===== src/rtl/alarm_irq_pkg.sv =====
package alarm_irq_pkg;
  localparam int NUM_ALARMS = 2;
  localparam int NUM_FIELDS = 6;
  localparam int SLOT_W     = 3;
  localparam int ADDR_W     = SLOT_W + 1;

  typedef logic [7:0] abyte_t;

  // value bits that take part in the comparison for each field slot
  function automatic abyte_t field_mask(input int idx);
    case (idx)
      0, 1:    return 8'h7F;
      2, 3:    return 8'h3F;
      4:       return 8'h1F;
      default: return 8'h07;
    endcase
  endfunction
endpackage


===== src/rtl/alarm_regfile.sv =====
module alarm_regfile
  import alarm_irq_pkg::*;
(
  input  logic                         clk,
  input  logic                         rst_n,
  input  logic                         wr_en,
  input  logic [ADDR_W-1:0]            wr_addr,
  input  abyte_t                       wr_data,
  output abyte_t [NUM_ALARMS-1:0][NUM_FIELDS-1:0] regs,
  output logic [NUM_ALARMS-1:0]        rewritten
);
  logic [SLOT_W-1:0] slot;
  logic              sel;

  assign slot = wr_addr[SLOT_W-1:0];
  assign sel  = wr_addr[ADDR_W-1];

  for (genvar a = 0; a < NUM_ALARMS; a++) begin : g_set
    for (genvar f = 0; f < NUM_FIELDS; f++) begin : g_fld
      always_ff @(posedge clk or negedge rst_n) begin
        if (!rst_n)
          regs[a][f] <= '0;
        else if (wr_en && (int'(sel) == a) && (int'(slot) == f))
          regs[a][f] <= wr_data;
      end
    end
    assign rewritten[a] = wr_en && (int'(sel) == a) && (int'(slot) < NUM_FIELDS);
  end
endmodule


===== src/rtl/alarm_matcher.sv =====
module alarm_matcher
  import alarm_irq_pkg::*;
(
  input  abyte_t [NUM_FIELDS-1:0] alarm_regs,
  input  abyte_t [NUM_FIELDS-1:0] now,
  output logic                    hit
);
  logic [NUM_FIELDS-1:0] fld_ok;
  logic [NUM_FIELDS-1:0] fld_en;

  for (genvar f = 0; f < NUM_FIELDS; f++) begin : g_cmp
    assign fld_en[f] = alarm_regs[f][7];
    assign fld_ok[f] = !fld_en[f] ||
                       (((alarm_regs[f] ^ now[f]) & field_mask(f)) == 8'h00);
  end

  assign hit = (|fld_en) && (&fld_ok);
endmodule


===== src/rtl/irq_pulse_gen.sv =====
module irq_pulse_gen #(
  parameter int PULSE_CYCLES = 655
) (
  input  logic clk,
  input  logic rst_n,
  input  logic trigger,
  output logic irq_n
);
  localparam int CW = $clog2(PULSE_CYCLES + 1);

  logic [CW-1:0] remain;

  always_ff @(posedge clk or negedge rst_n) begin
    if (!rst_n)
      remain <= '0;
    else if (trigger)
      remain <= CW'(PULSE_CYCLES);
    else if (remain != '0)
      remain <= remain - 1'b1;
  end

  assign irq_n = (remain == '0);

  // the line may only drop right after a trigger
  assert_drop_needs_trigger_R5: assert property (@(posedge clk) disable iff (!rst_n)
    $fell(irq_n) |-> $past(trigger));
endmodule


===== src/rtl/alarm_irq_unit.sv =====
module alarm_irq_unit
  import alarm_irq_pkg::*;
#(
  parameter int CLK_HZ   = 32768,
  parameter int PULSE_MS = 20
) (
  input  logic              clk,
  input  logic              rst_n,
  input  logic              tick,
  input  logic [7:0]        cur_sec,
  input  logic [7:0]        cur_min,
  input  logic [7:0]        cur_hour,
  input  logic [7:0]        cur_date,
  input  logic [7:0]        cur_month,
  input  logic [7:0]        cur_dow,
  input  logic              wr_en,
  input  logic [3:0]        wr_addr,
  input  logic [7:0]        wr_data,
  input  logic [1:0]        irq_en,
  input  logic              repeat_mode,
  input  logic              status_rd_done,
  output logic [1:0]        alarm_flag,
  output logic [7:0]        flag_byte,
  output logic              irq_n
);
  localparam int PULSE_CYCLES = (CLK_HZ * PULSE_MS) / 1000;

  abyte_t [NUM_ALARMS-1:0][NUM_FIELDS-1:0] regs;
  abyte_t [NUM_FIELDS-1:0]                 now;
  logic   [NUM_ALARMS-1:0]                 rewritten, hit, fire, armed;

  assign now = {cur_dow, cur_month, cur_date, cur_hour, cur_min, cur_sec};

  alarm_regfile u_regs (
    .clk       (clk),
    .rst_n     (rst_n),
    .wr_en     (wr_en),
    .wr_addr   (wr_addr),
    .wr_data   (wr_data),
    .regs      (regs),
    .rewritten (rewritten)
  );

  for (genvar a = 0; a < NUM_ALARMS; a++) begin : g_alarm
    alarm_matcher u_match (
      .alarm_regs (regs[a]),
      .now        (now),
      .hit        (hit[a])
    );

    assign fire[a] = tick && hit[a] && (repeat_mode || armed[a]);

    always_ff @(posedge clk or negedge rst_n) begin
      if (!rst_n)
        armed[a] <= 1'b1;
      else if (rewritten[a])
        armed[a] <= 1'b1;
      else if (fire[a] && !repeat_mode)
        armed[a] <= 1'b0;
    end

    always_ff @(posedge clk or negedge rst_n) begin
      if (!rst_n)
        alarm_flag[a] <= 1'b0;
      else if (fire[a])
        alarm_flag[a] <= 1'b1;
      else if (status_rd_done)
        alarm_flag[a] <= 1'b0;
    end

    // an alarm without any field enable can never report a hit
    assert_no_enable_no_hit_R2: assert property (@(posedge clk) disable iff (!rst_n)
      (regs[a][0][7] == 1'b0 && regs[a][1][7] == 1'b0 && regs[a][2][7] == 1'b0 &&
       regs[a][3][7] == 1'b0 && regs[a][4][7] == 1'b0 && regs[a][5][7] == 1'b0)
      |-> !hit[a]);

    assert_flag_rise_on_tick_R7: assert property (@(posedge clk) disable iff (!rst_n)
      $rose(alarm_flag[a]) |-> $past(tick));

    assert_read_clears_R4: assert property (@(posedge clk) disable iff (!rst_n)
      (status_rd_done && !tick) |=> !alarm_flag[a]);
  end

  irq_pulse_gen #(.PULSE_CYCLES(PULSE_CYCLES)) u_pulse (
    .clk     (clk),
    .rst_n   (rst_n),
    .trigger (|(fire & irq_en)),
    .irq_n   (irq_n)
  );

  assign flag_byte = {1'b0, alarm_flag[1], alarm_flag[0], 5'b00000};

  assert_pulse_needs_tick_R5: assert property (@(posedge clk) disable iff (!rst_n)
    $fell(irq_n) |-> $past(tick && (irq_en != 2'b00)));
endmodule


===== config.mk =====
export PLATFORM = sky130hd
export DESIGN_NAME = alarm_irq_unit
export DESIGN_NICKNAME = d
export VERILOG_FILES = /design/src/rtl/alarm_irq_pkg.sv /design/src/rtl/alarm_regfile.sv /design/src/rtl/alarm_matcher.sv /design/src/rtl/irq_pulse_gen.sv /design/src/rtl/alarm_irq_unit.sv
export SDC_FILE = /design/constraint.sdc
export NUM_CORES = 1
export LEC_CHECK = 0
export BUFFER_PORTS_ARGS = -buffer_cell sky130_fd_sc_hd__buf_2
export CAP_MARGIN = 20
export CORE_UTILIZATION = 40
export CTS_BUF_LIST = sky130_fd_sc_hd__clkbuf_4 sky130_fd_sc_hd__clkbuf_8
export CTS_CLUSTER_SIZE = 24
export DETAILED_ROUTE_END_ITERATION = 12
export MAX_ROUTING_LAYER = met4
export PLACE_DENSITY = 0.6
export REMOVE_ABC_BUFFERS = 1
export SLEW_MARGIN = 20
export SYNTH_ARGS = -nofsm -noshare
export SYNTH_HDL_FRONTEND = slang
export SYNTH_HIERARCHICAL = 1
export SYNTH_SLANG_ARGS = --single-unit

===== constraint.sdc =====
create_clock -name clk -period 2.2 [get_ports clk]
set_input_delay 0.22 -clock clk [delete_from_list [all_inputs] [get_ports clk]]
set_output_delay 0.22 -clock clk [all_outputs]
set_load 0.02 [all_outputs]

; ---- Word-level counts from Yosys, hierarchy flattened
; Index checks and enable logic that the tools add are counted.
[totals]
regBits = 110
latch_bits = 0
mem_bits_rw = 0
mem_bits_ro = 0
output_inout_bits = 11
word_cells = 123
n_memories = 0
[op_classes]
add_sub_neg = 1
mul = 0
div_mod_pow = 0
magnitude_cmp = 1
eq_ne = 5
shifts = 0
mux = 9
bitwise = 14
reduce_logical = 76
[op_table]
columns = cell, n
row1 = zero test 8 bit, 12
row2 = bitwise XOR 7 bit, 4
row3 = logical AND 1 bit, 24
row4 = bitwise XOR 6 bit, 4
row5 = 2-to-1 mux 10 bit, 2
row6 = logical OR 1 bit, 14
row7 = zero test 1 bit, 13
row8 = "== test 3 bit, second input constant", 4
row9 = AND reduction 6 bit, 2
row10 = OR reduction 6 bit, 2
row11 = zero test 10 bit, 1
row12 = nonzero test 10 bit, 1
row13 = nonzero test 2 bit, 5
row14 = "subtractor 10 x 1 -> 10 bit, second input constant", 1
row15 = bitwise XOR 5 bit, 2
row16 = 2-to-1 mux 1 bit, 7
row17 = bitwise XOR 3 bit, 2
row18 = "== test 3 x 2 -> 1 bit, second input constant", 1
row19 = zero test 3 bit, 1
row20 = "less-than comparator 3 bit, second input constant", 1
row21 = bitwise AND 2 bit, 1
row22 = OR reduction 2 bit, 1
row23 = inverter 1 bit, 1

; ---- Logic depth before layout (Yosys ltp)
; Gate-level depths: netlist (run 1).
[logic_depth]
word_depth = 10
ltp_mapped = 10

; ---- Modules after synthesis
; The synthesis (run 1) kept the hierarchy.
[modules_own_cells]
columns = module, instances, cells_each, area_per_inst_um2, seq_area_each_um2
row1 = alarm_regfile, 1, 226, 3712.3, 2402.3
row2 = alarm_matcher, 2, 50, 430.4, 0.0
row3 = irq_pulse_gen, 1, 51, 541.8, 250.2
row4 = alarm_irq_unit, 1, 26, 242.7, 102.6

; ---- Least setup slack after synthesis (run 1)
; No wires, ideal clock.
[synth_path]
path_type = flip-flop to flip-flop
start = register, netlist name u_regs/regs[12]
end = register u_pulse.remain[5]
setup_ps = 128
arrival_time_ps = 1874
path_slack_ps = 199
path_stages_with_launch = 10
path_buffers = 1
period_less_slack_ps = 2001
path_cell_list = dfrtp_1 > xor2_1 > o41ai_2 > nand4_1 > a211oi_2 > o211ai_1 > o22ai_1 > buf_4 > nor2_1 > mux2_1
[synth_between]
elab_chain_len = 10
word_cells_on_any_way = 11
classes_between = mux (1) / bitwise (2) / reduce/logical (8)
[synth_rtl]
columns = item, line_no
row1 = bitwise XOR 7 bit (*), alarm_matcher.sv:14  ; (((alarm_regs[f] ^ now[f]) & field_mask(f)) == 8'h00);
row2 = zero test 8 bit (*), alarm_matcher.sv:14
row3 = logical OR 1 bit (*), alarm_matcher.sv:13  ; assign fld_ok[f] = !fld_en[f] ||
row4 = AND reduction 6 bit (*), alarm_matcher.sv:17  ; assign hit = (|fld_en) && (&fld_ok);
row5 = logical AND 1 bit (*), alarm_matcher.sv:17
row6 = via hit[0], alarm_irq_unit.sv:30  ; logic [NUM_ALARMS-1:0] rewritten, hit, fire, armed;
row7 = logical AND 1 bit (*) (2 in a row), alarm_irq_unit.sv:51  ; assign fire[a] = tick && hit[a] && (repeat_mode || armed[a]);
row8 = bitwise AND 2 bit (*), alarm_irq_unit.sv:87  ; .trigger (|(fire & irq_en)),
row9 = OR reduction 2 bit (*), alarm_irq_unit.sv:87
row10 = 2-to-1 mux 10 bit / nonzero test 2 bit (equally long branches), --
row11 = to (signal assigned), irq_pulse_gen.sv:17  ; remain <= CW'(PULSE_CYCLES);
row12 = to (signal assigned), irq_pulse_gen.sv:19  ; remain <= remain - 1'b1;
row13 = to (decl), irq_pulse_gen.sv:11  ; logic [CW-1:0] remain;
; Mark *: on every way through the listed nets, which the timed path passes. The rest lies on a longest branch.
; A chain may end at the register's enable or synchronous reset.

; ---- Worst setup path in the final report (run 1)
[layout_path]
start = register, netlist name u_regs/regs[59]
end = register u_pulse.remain[5]
[layout_between]
elab_chain_len = 10
word_cells_on_any_way = 11
classes_between = mux (1) / bitwise (2) / reduce/logical (8)
[layout_rtl]
columns = item, line_no
row1 = bitwise XOR 7 bit (*), alarm_matcher.sv:14
row2 = zero test 8 bit (*), alarm_matcher.sv:14
row3 = logical OR 1 bit (*), alarm_matcher.sv:13
row4 = AND reduction 6 bit (*), alarm_matcher.sv:17
row5 = logical AND 1 bit (*), alarm_matcher.sv:17
row6 = via hit[1], alarm_irq_unit.sv:30
row7 = logical AND 1 bit (*) (2 in a row), alarm_irq_unit.sv:51
row8 = bitwise AND 2 bit (*), alarm_irq_unit.sv:87
row9 = OR reduction 2 bit (*), alarm_irq_unit.sv:87
row10 = 2-to-1 mux 10 bit / nonzero test 2 bit (equally long branches), --
; Marks and branches as above.

==> Flow_metrics.wiki, run 1 <==
{| class="wikitable"
! Metric !! Value
|-
| Outcome || complete, but fails checks
|-
| Violations in the final reports || design-rule violations, negative setup slack
|-
| Number of pins exceeding their max-slew limit in the final report || 0
|-
| Antenna violations before repair || 0
|-
| Path type of the worst setup path || reg -> reg
|-
| First-pass GRT wire length || 16900 um
|-
| Maximum fanout along the worst path || 4
|-
| Hold Path Cell Cnt || 2
|-
| Clock Root Buffer || clkbuf_8
|-
| CTS HTree Levels || 3
|-
| CP arrival || 2.57 ns
|-
| Largest clock skew in the final design || 0.0102 ns
|-
| Total number of vias || approximately 3000
|-
| Die Span X || 111 um
|-
| HPWL reported at the end of detailed placement || 7460 um
|-
| Final period util || 105%
|-
| Clk sinks || 94
|-
| Worst-Margin Slew || 0.627 ns
|-
| Hold path startpoint || status_rd_done
|-
| Number of remaining DRC errors || 12
|-
| Most used cell, CP || nand4_1
|-
| Number of ports placed on the die boundary || 79
|-
| Reported leakage power || 2.41 nW
|-
| Max Root-Sink Buffers || 2
|-
| Hold Fails Final Rpt || 0
|-
| Worst IR drop on VDD || 516 uV
|-
| Drt via density || roughly 5.1
|-
| Diodes inserted || 0
|-
| Vertical extent of the die || approximately 110 um
|-
| Average cell area after synthesis || roughly 13 um^2
|-
| Initial core utilization || 41.5%
|-
| Setup repair after global routing missed its margin || true
|-
| Layout cells sized above 1 || roughly 45%
|-
| Number of global-route vias before repair || 3316
|-
| Clk pin slew, worst setup/hold paths || ~0.09 ns
|-
| Fmax achieved || around 430 MHz
|-
| Source-to-sink clock delay at the later pin of the worst-skew pair || 0.36 ns
|-
| Crit path cell chain || xnor2_1, nand4_1, o41ai_2, nand4_1, a211oi_2, o211ai_1, o22ai_1, buf_4, nor2_1, mux2_4
|-
| Worst hold path type || in -> reg
|-
| Power density of the placed cells || 931 nW/um^2
|-
| Overall Global Routing Usage || 18.4%
|-
| Cell Rows || 39
|-
| Synth Warn # || 6
|-
| Inserted Clock Buffers || 9
|-
| Leftover overflow at the end of global routing || 0
|-
| Cell count after synthesis || about 370
|-
| Post-route cell area || 5570 um^2
|-
| Endpoint kind of the worst setup timing path || flop
|-
| Reg2Reg Capture Point || u_pulse/remain[5]$_DFFE_PN0P_
|-
| Worst Reg2Reg Path Length in Cells || 10
|-
| Reg2Reg Launch Point || u_regs/regs[59]$_DFFE_PN0P_
|-
| DR iter-0 viols || 109
|-
| Worst slew margin relative to its limit || approximately three fifths
|-
| Area of the die || 12400 um^2
|-
| Total standard cell area after synthesis || between 4000 and 5000 um^2
|-
| Required time of the critical path || 2.46 ns
|-
| End of the worst hold path || alarm_flag[0]$_DFFE_PN0P_
|-
| Count of buffers inserted at the top-level ports || 58
|-
| Area of the core || 11500 um^2
|-
| Number of maximum-capacitance constraint violations || 0
|-
| Area Growth Syn to Fin || 16.6%
|-
| Routability congestion estimate || 0.792
|-
| CP Launch Type || flop
|-
| Internal reg-to-reg setup slack || -0.11 ns
|-
| Largest net degree at the start of global routing || 50
|-
| Pre-CTS WS || -0.269 ns
|-
| DR WL/cell || between 15 and 20 um
|-
| DRT antenna net count || 0
|-
| Final setup violating endpoints || 9
|-
| Clock tree from TritonCTS || built
|-
| Final critical path time including I/O delays and setup || 2.31 ns
|-
| Slowest cell on the critical path || dfrtp_1
|-
| Slowest Stage Delay on Critical Path || 0.40 ns
|-
| Placement Cell Area || ~5300 um^2
|-
| Number of detailed-routing iterations run before antenna repair || 8
|-
| Sum of routed wire length over all layers || between 10000 and 15000 um
|-
| Worst path setup slack after routing || -0.115 ns
|-
| Number of nets in the layout || 514
|}
## layout make-up
type | count | area (um^2)
inverter | 10 | 40.0
fill | 1044 | 5950
clock buffer | 10 | 131
tap | 143 | 179
multi-input combinational | 252 | 2320
sequential | 94 | 2350
clock inverter | 5 | 85.1
timing repair buffer | 78 | 455
## per-layer routing
layer | global-route usage, % | routed length [um]
met1 | 22.7 | 4530
met2 | 30.0 | 4930
met3 | 2.90 | 361
met4 | 7.75 | 180
met5 | - | 0
## cells in the final DEF, fill, tap and decap left out, types with 3 or more instances in the layout
cell and count:
dfrtp_1 92, mux2_2 72, buf_2 56, xnor2_1 43, xor2_1 27, buf_4 19
nand4_1 11, inv_1 9, clkbuf_8 9, mux2_4 9, a21oi_1 7, conb_1 6
nor2_1 6, o31ai_2 6, nand3_1 6, nor3_1 4, o31ai_1 4, nand2_1 4
o211ai_1 3, nand3b_1 3, or3_1 3, nand2b_1 3, nor2_2 3
## state kept, by name (all words and copies together) (netlist names)
name            flops
u_regs/regs        80
u_pulse/remain     10
alarm_flag          2
armed               2
## worst max-delay path, delay by kind of cell, from the launching register on
family          cells  cell delay [ns]
simple gates        3             0.35
xor+xnor            1             0.15
mux                 1             0.25
compound gates      4             0.88
buf+inv             1             0.16
flops               1             0.40
## worst max-delay path by stage
stage / start / end / slack, ns
detailed placement: cur_min[0] / u_pulse/remain[5]$_DFFE_PN0P_ / -0.27
global route: u_regs/regs[59]$_DFFE_PN0P_ / u_pulse/remain[5]$_DFFE_PN0P_ / -0.29
CTS: u_regs/regs[59]$_DFFE_PN0P_ / u_pulse/remain[1]$_DFFE_PN0P_ / -0.18
global placement: cur_min[0] / u_pulse/remain[5]$_DFFE_PN0P_ / -0.20
finish: u_regs/regs[59]$_DFFE_PN0P_ / u_pulse/remain[5]$_DFFE_PN0P_ / -0.11
floorplan: u_regs/regs[12]$_DFFE_PN0P_ / u_pulse/remain[5]$_DFFE_PN0P_ / 0.02
## per-stage QoR
step           hold slack (ns)  setup TNS (ns)  util, %  total power, mW  instances
3_5_place_dp             0.283           -1.62     45.7             3.87        572
3_3_place_gp             0.282          -0.964     45.7             3.83        572
6_report                0.0509          -0.587     48.4             5.18        592
5_1_grt                 0.0470           -2.40     48.4             5.51        592
4_1_cts                 0.0322           -1.23     48.0             5.19        591
2_1_floorplan          -0.0756               0        -             3.44        356
## where the power goes
group	internal [mW]	switching [mW]
clock network	0.651	0.600
registers	2.17	0.371
logic	0.799	0.590
total	3.62	1.56
## what timing repair did
item                                    CTS  global route
resized for setup                         4            11
buffers inserted                          3             2
endpoints found under the setup margin   11            11
hold buffers                              1             0
hold endpoints to repair                 43             0
cloned                                    0             0
No activity file was read; power rests on OpenSTA's default activity.
==> inputs of run 2 (changes only) <==
CORE_ASPECT_RATIO = 1.4   (was not set)
==> Flow_metrics.wiki, run 2 (synthesis results as in run 1) <==
{| class="wikitable"
! Metric !! Value
|-
| Die Span X || 94.4 um (-15%)
|-
| Endpoint kind of the worst setup timing path || flop
|-
| Path type of the worst setup path || reg -> reg
|-
| Sum of routed wire length over all layers || 10100 um (+1.1%)
|-
| Met1 usage || 21.3% (-1.4 points)
|-
| Total Neg Setup Slack || -0.519 ns (+0.0687 ns)
|-
| DR WL/cell || 17.3 um (+2.2%)
|-
| Total number of vias || 3010 (-0.82%)
|-
| Clk sinks || 94 (unchanged)
|-
| Worst hold path type || in -> reg
|-
| Hold Path Cell Cnt || 2 (unchanged)
|-
| Inserted Clock Buffers || 9 (unchanged)
|-
| DR iter-0 viols || 78 (-28%)
|-
| Initial core utilization || 41.7% (+0.23 points)
|-
| Number of remaining DRC errors || 0 (-12)
|-
| Routability congestion estimate || 0.825 (+4.2%)
|-
| Largest clock skew in the final design || 0.0114 ns (+0.00125 ns)
|-
| Register with the highest flop count || u_regs/regs
|-
| Most common cell after layout, fill and taps aside || dfrtp_1
|-
| Final setup violating endpoints || 10 (+1)
|-
| Power density of the placed cells || 915 nW/um^2 (-1.7%)
|-
| Number of global-route vias before repair || 3220 (-2.9%)
|-
| Largest net degree at the start of global routing || 54 (+8.0%)
|-
| Max Root-Sink Buffers || 2 (unchanged)
|-
| Area of the core || 11500 um^2 (-0.54%)
|-
| Internal reg-to-reg setup slack || -0.13 ns (-0.02 ns)
|-
| Cell Rows || 46 (+18%)
|-
| Leftover overflow at the end of global routing || 0 (unchanged)
|-
| Antenna violations before repair || 0 (unchanged)
|-
| Clock Root Buffer || clkbuf_8
|-
| Reported leakage power || 2.36 nW (-2.1%)
|-
| Layout cells sized above 1 || 43.2% (-1.8 points)
|-
| Final critical path time including I/O delays and setup || 2.33 ns (+0.0189 ns)
|-
| Clk pin slew, worst setup/hold paths || 0.10 ns (about the same)
|-
| Outcome || complete, but fails checks
|-
| GR peak layer || met2
|-
| Diodes inserted || 0 (unchanged)
|-
| Worst path setup slack after routing || -0.133 ns (-0.0189 ns)
|-
| First-pass GRT wire length || 16300 um (-3.7%)
|-
| CP arrival || 2.58 ns (about the same)
|-
| Count of buffers inserted at the top-level ports || 58 (unchanged)
|-
| Pre-CTS WS || -0.254 ns (+0.0144 ns)
|-
| M2 GR Usage || 30.5% (+0.52 points)
|-
| Number of detailed-routing iterations run before antenna repair || 4 (-4)
|-
| Number of flip-flops in the largest register || 80 (unchanged)
|-
| Area Growth Syn to Fin || 14.5%
|-
| Worst IR drop on VDD || 462 uV (-11%)
|-
| Drt via density || 5.14 (+0.19%)
|-
| Worst slew margin relative to its limit || 62.1% (+3.9 points)
|-
| Clock tree from TritonCTS || built
|-
| Registers with the highest flip-flop counts || u_regs/regs x80, u_pulse/remain x10
|-
| CP Launch Type || flop
|-
| Number of ports placed on the die boundary || 79 (unchanged)
|-
| Maximum fanout along the worst path || 4 (unchanged)
|-
| Hold Fails Final Rpt || 0 (unchanged)
|-
| Area of the die || 12400 um^2 (about the same)
|-
| Final period util || 106% (+0.86 points)
|-
| DRT antenna net count || 0 (unchanged)
|-
| Setup repair after global routing missed its margin || true
|-
| Fmax achieved || 429 MHz (-0.81%)
|-
| Source-to-sink clock delay at the later pin of the worst-skew pair || 0.36 ns (about the same)
|-
| Number of nets in the layout || 506 (-1.6%)
|-
| CTS HTree Levels || 3 (unchanged)
|-
| Required time of the critical path || 2.45 ns (about the same)
|-
| Worst-Margin Slew || 0.568 ns (-0.0590 ns)
|-
| Number of pins exceeding their max-slew limit in the final report || 0 (unchanged)
|-
| Vertical extent of the die || 131 um (+18%)
|-
| HPWL reported at the end of detailed placement || 7560 um (+1.4%)
|-
| Number of maximum-capacitance constraint violations || 0 (unchanged)
|-
| Met3 global-route usage || 2.60% (-0.29 points)
|-
| Worst Reg2Reg Path Length in Cells || 9 (-1)
|-
| Highest-count cells in the layout ignoring fill and taps || 92 x dfrtp_1, 72 x mux2_2, 57 x buf_2
|-
| Violations in the final reports || negative setup slack
|-
| Overall Global Routing Usage || 18.0% (-0.37 points)
|}
## run 2: through the flow
stage | instances | instance area, um^2 | hold WS (ns) | total power [mW] | utilization, %
after floorplan | 356 | 4670 | -0.0756 | 3.44 | -
final | 586 | 5470 | 0.0520 | 5.01 | 47.8
after global routing | 586 | 5470 | 0.0575 | 5.31 | 47.8
after CTS | 586 | 5460 | 0.0390 | 5.05 | 47.7
after detailed placement | 566 | 5220 | 0.251 | 3.87 | 45.6
after global placement | 566 | 5220 | 0.256 | 3.82 | 45.6
## run 2: critical path, stage by stage, from the launching register on
cell	delay, ns
dfrtp_1	0.42
xnor2_1	0.15
nand4_1	0.15
o41ai_2	0.31
nand4_1	0.18
a211oi_2	0.28
o211ai_1	0.19
o22ai_2	0.21
nor2_1	0.06
mux2_4	0.27
## run 2: what timing repair did
| item | in CTS | in global routing |
|---|---|---|
| endpoints found under the setup margin | 11 | 11 |
| hold endpoints to repair | 39 | 0 |
| gates resized for setup | 4 | 1 |
| setup buffers | 3 | 0 |
| hold buffers | 1 | 0 |
## run 2: final cells by class
| cell class | instances | area (um^2) |
|---|---|---|
| Sequential cell | 94 | 2350 |
| Timing Repair Buffer | 70 | 398 |
| Fill cell | 1077 | 5980 |
| Tap cell | 144 | 180 |
| Clock buffer | 9 | 124 |
| Clock inverter | 7 | 72.6 |
| Inverter | 10 | 37.5 |
| Multi-Input combinational cell | 252 | 2300 |
## run 2: final timing paths
path                                                   from                       endpoint
worst max-delay path            u_regs/regs[59]$_DFFE_PN0P_  u_pulse/remain[5]$_DFFE_PN0P_
worst min-delay path                         status_rd_done      alarm_flag[0]$_DFFE_PN0P_
worst max register to register  u_regs/regs[59]$_DFFE_PN0P_  u_pulse/remain[5]$_DFFE_PN0P_
worst min register to register         armed[1]$_DFFE_PN1P_           armed[1]$_DFFE_PN1P_
max in group asynchronous                             rst_n    u_regs/regs[89]$_DFFE_PN0P_
min in group asynchronous                             rst_n    u_regs/regs[51]$_DFFE_PN0P_
## run 2: layer usage
metal | wire [um] | part of all wire, % | up-vias
li1 | - | - | 1441
met1 | 4280 | 42 | 1523
met2 | 5390 | 53 | 36
met3 | 310 | 3.1 | 10
met4 | 142 | 1.4 | 0
met5 | 0 | 0 | -
## run 2: power by group
group / internal [mW] / switching, mW
Sequential: 2.17 / 0.356
Combinational: 0.763 / 0.575
Clock: 0.527 / 0.612
Total: 3.46 / 1.54
